--- config.mk ---
export PLATFORM = sky130hd
export DESIGN_NAME = opfetch_seq
export DESIGN_NICKNAME = d
export VERILOG_FILES = /design/src/rtl/opfetch_pkg.sv /design/src/rtl/opfetch_ctrl.sv /design/src/rtl/opfetch_dp.sv /design/src/rtl/opfetch_seq.sv
export SDC_FILE = /design/constraint.sdc
export NUM_CORES = 1
export LEC_CHECK = 0
export BUFFER_PORTS_ARGS = -buffer_cell sky130_fd_sc_hd__buf_2
export CAP_MARGIN = 20
export CORE_MARGIN = 2
export CORE_UTILIZATION = 42
export DETAILED_ROUTE_END_ITERATION = 7
export PLACE_DENSITY = 0.8
export SLEW_MARGIN = 10
export SYNTH_ARGS = -nofsm -noshare
export SYNTH_HDL_FRONTEND = slang
export SYNTH_SLANG_ARGS = --single-unit
export TNS_END_PERCENT = 10
--- constraint.sdc ---
create_clock -name clk -period 1.9 [get_ports clk]
set_input_delay 0.475 -clock clk [delete_from_list [all_inputs] [get_ports clk]]
set_output_delay 0.475 -clock clk [all_outputs]
set_load 0.05 [all_outputs]
--- src/rtl/opfetch_pkg.sv ---
package opfetch_pkg;

  // sequencer phase: a single opcode-only fill after reset, then normal execution
  typedef enum logic {
    ST_FILL = 1'b0,
    ST_RUN  = 1'b1
  } seqStateT;

  // strobes from control to datapath
  typedef struct packed {
    logic busRead;    // one memory read this cycle, pc advances
    logic prefetch;   // the byte read this cycle is an opcode
    logic lastCycle;  // closing cycle of the running instruction
  } ctlStrobesT;

endpackage

--- src/rtl/opfetch_ctrl.sv ---
module opfetch_ctrl
  import opfetch_pkg::*;
#(
  parameter int MaxCycles = 4,
  localparam int LenBits = $clog2(MaxCycles),
  localparam int CntW    = $clog2(MaxCycles + 1)
) (
  input  logic               clk,
  input  logic               rst,
  input  logic [LenBits-1:0] lenField,
  output ctlStrobesT         ctl,
  output logic [CntW-1:0]    busCycle
);

  seqStateT        state;
  logic [CntW-1:0] cycleCnt;
  logic [CntW-1:0] instLen;
  logic            atLast;

  // length decode: the low opcode field holds (cycles - 1)
  always_comb instLen = CntW'(lenField) + CntW'(1);

  always_comb atLast = (state == ST_RUN) && (cycleCnt == instLen);

  always_ff @(posedge clk) begin
    if (rst) begin
      state    <= ST_FILL;
      cycleCnt <= CntW'(1);
    end else begin
      unique case (state)
        ST_FILL: begin
          state    <= ST_RUN;
          cycleCnt <= CntW'(1);
        end
        ST_RUN: begin
          if (atLast) cycleCnt <= CntW'(1);
          else        cycleCnt <= cycleCnt + CntW'(1);
        end
        default: state <= ST_FILL;
      endcase
    end
  end

  always_comb begin
    ctl = '0;
    if (!rst) begin
      ctl.busRead   = 1'b1;
      ctl.prefetch  = (state == ST_FILL) || atLast;
      ctl.lastCycle = atLast;
    end
  end

  assign busCycle = cycleCnt;

endmodule

--- src/rtl/opfetch_dp.sv ---
module opfetch_dp
  import opfetch_pkg::*;
#(
  parameter int AddrW = 16,
  parameter int DataW = 8
) (
  input  logic             clk,
  input  logic             rst,
  input  logic [AddrW-1:0] resetVector,
  input  ctlStrobesT       ctl,
  input  logic [DataW-1:0] memRdData,
  output logic [AddrW-1:0] memAddr,
  output logic [DataW-1:0] opcode
);

  logic [AddrW-1:0] pcReg;
  logic [DataW-1:0] lookaheadReg;

  always_ff @(posedge clk) begin
    if (rst)              pcReg <= resetVector;
    else if (ctl.busRead) pcReg <= pcReg + AddrW'(1);
  end

  always_ff @(posedge clk) begin
    if (!rst && ctl.prefetch) lookaheadReg <= memRdData;
  end

  assign memAddr = pcReg;
  assign opcode  = lookaheadReg;

endmodule

--- src/rtl/opfetch_seq.sv ---
module opfetch_seq
  import opfetch_pkg::*;
#(
  parameter int AddrW     = 16,
  parameter int DataW     = 8,
  parameter int MaxCycles = 4,
  localparam int LenBits  = $clog2(MaxCycles),
  localparam int CntW     = $clog2(MaxCycles + 1)
) (
  input  logic             clk,
  input  logic             rst,
  input  logic [AddrW-1:0] resetVector,
  output logic [AddrW-1:0] memAddr,
  output logic             memRdEn,
  input  logic [DataW-1:0] memRdData,
  output logic [DataW-1:0] opcode,
  output logic [CntW-1:0]  busCycle,
  output logic             lookaheadStrobe,
  output logic             lastStrobe
);

  ctlStrobesT ctl;

  opfetch_ctrl #(
    .MaxCycles(MaxCycles)
  ) u_ctrl (
    .clk      (clk),
    .rst      (rst),
    .lenField (opcode[LenBits-1:0]),
    .ctl      (ctl),
    .busCycle (busCycle)
  );

  opfetch_dp #(
    .AddrW(AddrW),
    .DataW(DataW)
  ) u_dp (
    .clk         (clk),
    .rst         (rst),
    .resetVector (resetVector),
    .ctl         (ctl),
    .memRdData   (memRdData),
    .memAddr     (memAddr),
    .opcode      (opcode)
  );

  assign memRdEn         = ctl.busRead;
  assign lookaheadStrobe = ctl.prefetch;
  assign lastStrobe      = ctl.lastCycle;

endmodule

# ---- After elaboration in Yosys (flattened, before gate mapping)
# Index checks and enable logic that the tools add are counted.
dict set report op_classes {
  add_sub_neg 3
  n_eq_ne 1
  n_mux 6
  n_bitwise 1
  reduce_logical 5
}
# op n
set ops {}
lappend ops {{16-bit two-way mux} 2}
lappend ops {{16-bit by 1-bit adder with 16-bit output, second input constant} 1}
lappend ops {{3-bit two-way mux} 2}
lappend ops {{3-bit case mux with 2 select lines} 1}
lappend ops {{2-bit by 1-bit adder with 3-bit output, second input constant} 1}
lappend ops {{3-bit by 1-bit adder with 3-bit output, second input constant} 1}
lappend ops {{3-bit == test} 1}
lappend ops {{1-bit logical AND} 2}
lappend ops {{2-bit nonzero test} 1}
lappend ops {{1-bit logical NOT} 1}
lappend ops {{1-bit logical OR} 1}
lappend ops {{1-bit two-way mux} 1}
lappend ops {{1-bit inverter} 1}
dict set report totals {
  ff_bits 28
  input_bits 26
  output_inout_bits 30
  wordCells 20
}

# ---- Logic depth before layout (Yosys ltp)
dict set report depth {
  depth_word 7
  ltp_mapped 4
  depth_no_buf 4
}

# ---- Hierarchy
# From an unflattened synthesis, not the netlist that was laid out.
dict set report unflattened {
  cells_unflattened 116
  hier_area_um2 1427.6
}
# mod instances cells_each area_per_inst_um2 seq_area_each_um2
set modules_own_cells {}
lappend modules_own_cells {opfetch_dp 1 98 1209.9 720.7}
lappend modules_own_cells {opfetch_ctrl 1 18 217.7 80.1}

# ---- Least setup slack after synthesis
# Ideal clock, no wire load.
dict set report synth_path {
  kind {register to output}
  startpoint {register u_dp.lookaheadReg[0], in the netlist u_dp.opcode[0]}
  endpoint {output lookaheadStrobe}
  arrival_time_ns 2.481
  required_ns 1.425
  slack_ns -1.056
  stages_incl_launch_ff 5
  n_path_buf 0
  path_cell_list {edfxtp_1 -> ha_1 -> xnor2_1 -> nand3_1 -> a21oi_1}
}
dict set report synth_via {
  elab_chain_cells 5
}
# element line
set synth_rtl {}
lappend synth_rtl {{start, declared} opfetch_dp.sv:17} ;# logic [DataW-1:0] lookaheadReg;
lappend synth_rtl {{start signal, assigned} opfetch_dp.sv:25} ;# if (!rst && ctl.prefetch) lookaheadReg <= memRdData;
lappend synth_rtl {{2-bit by 1-bit adder with 3-bit output} opfetch_ctrl.sv:21} ;# always_comb instLen = CntW'(lenField) + CntW'(1);
lappend synth_rtl {{3-bit == test} opfetch_ctrl.sv:23} ;# always_comb atLast = (state == ST_RUN) && (cycleCnt == instLen);
lappend synth_rtl {{1-bit logical AND} opfetch_ctrl.sv:23}
lappend synth_rtl {{1-bit logical OR} opfetch_ctrl.sv:48} ;# ctl.prefetch = (state == ST_FILL) || atLast;
lappend synth_rtl {{3-bit two-way mux} opfetch_ctrl.sv:46} ;# if (!rst) begin
lappend synth_rtl {{end, declared} opfetch_seq.sv:18} ;# output logic lookaheadStrobe,
# No other way between the ends.

# ---- Worst setup path in the final report
# Ends and elaborated chain as after synthesis.

==> results.md <==
- Status: complete, but fails checks
- Violated checks: negative setup slack
- Top sig layer: met3
- ANT cells: 0
- TritonCTS buffer count: 3
- Final period utilization: 1.14
- Buffers on Ports: 55
- CP Launch Type: flop
- Synthesis Warnings: 0
- Most common cell in the synthesized netlist: dfxtp_1
- CP delay by family, top: flip-flops
- Clk buf depth: 2
- Crit path cell chain: ha_4 -> xnor2_4 -> nand3_2 -> a21oi_4 -> buf_6
- Global route overflow: 0
- Max_cap viols: 0
- HPWL after DPL: approximately 2200 µm
- Hold crit path type: in -> reg
- Die area: approximately 3600 µm²
- Crit. Startpoint: u_dp.opcode[0]
- Leakage: about 0.76 nW
- Total track usage: 0.177
- FF+latch count, synth: 28
- M1 wire length: between 1000 and 1500 µm
- Post-synth EDFFs: 8
- Async SR Flop Fraction: 0
- Peak supply drop: 0.000562 V
- Avg Inst Size Synth: 10.2 µm²
- Die Wd: between 60 and 70 µm
- Vias in the first global route: around 1,100
- CP max-delay cell: edfxtp_1
- Slew Viols, Final: 0
- Area after DPL: around 1700 µm²
- DR vias: 1,214
- Final non-filler cell total: 238
- Clock slew at reported path FFs: approximately 0.15 ns
- Met2 Wirelength: 1540 µm
- Largest net degree at the start of global routing: 20
- Final core utilization: 0.587
- Buffers plus inverters on the worst setup path: 1
- CTS sink count: 28
- Synth area leaders: dfxtp_1 (30%), edfxtp_1 (18%), nand2_1 (3.4%), a31oi_1 (3.3%), ha_1 (2.8%)
- I/O Pins: between 50 and 60
- Total core area: just over 3000 µm²
- Fraction of layout cells with a size suffix above 1: 0.423
- Global-route wire length before repair: 4890 µm
- Initial DRC Count: 23
- Final clock skew: about 0.0015 ns
- Post-synth top area cell: dfxtp_1
- Die Height: around 60 µm
- Area growth, synth to finish: 34.6%
- Setup TNS: -0.461 ns
- Least-Margin Pin Slew: between 0.3 and 0.4 ns
- WL/cell: ~13 µm
- Critical Path Max Stage Delay: 0.47 ns
- Post-synthesis cell area: 1320 µm²
- Main synth FF type: dfxtp_1
- H-tree levels: 1
- Part of the Yosys area used for sequential elements: 0.485
- Remaining DRCs: 0
- Placed cell count: 233
- WP data arrival: roughly 1.7 ns
- Max FO, Critical Path: 2
- Normalized max-slew margin: 0.766
- Drt first pass iters: 4
- Min-delay src: memRdData[2]
- Fillers: around 270
- R2R Path Start: u_dp.opcode[0]
- Min setup slack post-route: -0.258 ns
- Row Count: 20
- P per Cell Area: about 840 nW/µm²
- RSZ-0062 raised after global routing: true
- Design Power: 1.49 mW
- Worst skew pair latency: approximately 0.32 ns
- DRT Wirelength: 3050 µm
- Mapped Cells: 130
- CP required: 1.42 ns
- Fmax: between 400 and 500 MHz
- Setup crit end kind: output pin
- Final hold vios: 0
- Synth cell count leaders: dfxtp_1 (20), nand2_1 (12), nor2_1 (9), edfxtp_1 (8)
- Post-Syn Nets: between 150 and 200
- Nets@finish: between 200 and 250
- Netlist cell types: 36
- Top-area cell type share of the netlist area: 0.303
- CTS Root Cell: clkbuf_4
- Hold_buf cts: 0
- Routed Antenna Nets: 0
- Final setup vio count: 2
- Worst Path Class, Setup: reg -> out
- Period minus WS final: 2.16 ns
- CTS tree: built
- Vias/cell: between 5 and 6
- Antenna violations before repair: 0
- Met3 wire length: between 150 and 200 µm
- Placer congestion estimate: ~0.76
- Initial core utilization: 0.436
- Fin area: 1780 µm²
-- registers in the layout (all words and copies together) (netlist names) --
signal and cells:
u_ctrl.busCycle 3, u_ctrl.state 1, u_dp.opcode 8, u_dp.memAddr 16
-- metrics by stage --
stage                     hold slack (ns)  worst slack, ns
after global routing                0.292           -0.348
after global placement              0.414          -0.0286
after detailed placement            0.421          -0.0569
final                               0.315           -0.258
after floorplan                     0.557           -0.385
after CTS                           0.308           -0.301
-- layer usage --
metal	track usage	vias to the layer above
li1	-	615
met1	0.207	556
met2	0.320	43
met3	0.0346	0
met4	0.0571	0
met5	0	-
-- worst reg2reg max path, cell delays in order (launching register included) --
cell	delay, ns
edfxtp_1	0.47
ha_4	0.32
xnor2_4	0.12
nand3_2	0.12
a21oi_4	0.16
buf_4	0.19
-- power breakdown --
group	switching, mW	total, mW	internal, mW
registers	0.0635	0.736	0.672
clock network	0.172	0.249	0.0771
logic	0.339	0.505	0.167
-- cell families after synthesis --
logic type / after synthesis / synth area share
DFF: 28 / 0.485
buffers and inverters: 8 / 0.0398
AOI/OAI and AO/OA: 27 / 0.138
xor gates and xnor gates: 7 / 0.0464
muxes: 1 / 0.00853
and+or+nand+nor: 56 / 0.253
adders and majority gates: 3 / 0.0284
-- layout by cell type (no fill, tap or decap), types with 2 or more instances in the layout --
master,count
buf_2,53
dfxtp_1,20
nand2_1,12
buf_4,9
nor2_1,8
edfxtp_1,8
a31oi_1,7
o21ai_0,7
nand3_1,5
or4_1,5
inv_1,4
nand3_2,3
or2_2,3
o41ai_1,3
o211ai_1,3
o31ai_1,3
nand4_1,3
xor2_1,3
clkbuf_4,3
and2b_1,2
and3_1,2
nand2b_1,2
or3_1,2
xnor2_1,2
and2_1,2
ha_1,2
buf_6,2
-- cell type report --
cell class | instances | area (µm²) | share of cell area
multi-input cells | 94 | 684 | 0.385
flip-flops and latches | 28 | 641 | 0.361
repair buffers | 64 | 355 | 0.200
well taps | 44 | 55.1 | 0.0310
clock buffers | 3 | 22.5 | 0.0127
inverters | 4 | 15.0 | 0.00845
clock inverters | 1 | 3.75 | 0.00211
-- repair_timing --
item,in CTS,in global routing
pin swaps,4,3
setup buffers,0,1
resized for setup,8,1
endpoints found under the setup margin,2,2
gates cloned,0,0
-- final timing paths --
kind / cells after the start / slack [ns] / to
max: 5 / -0.26 / lookaheadStrobe
min: 1 / 0.31 / u_dp.opcode[2]
max reg2reg: 5 / 0.26 / u_dp.opcode[5]
min reg2reg: 1 / 0.45 / u_ctrl.busCycle[0]
(Power assumes the default switching activity.)
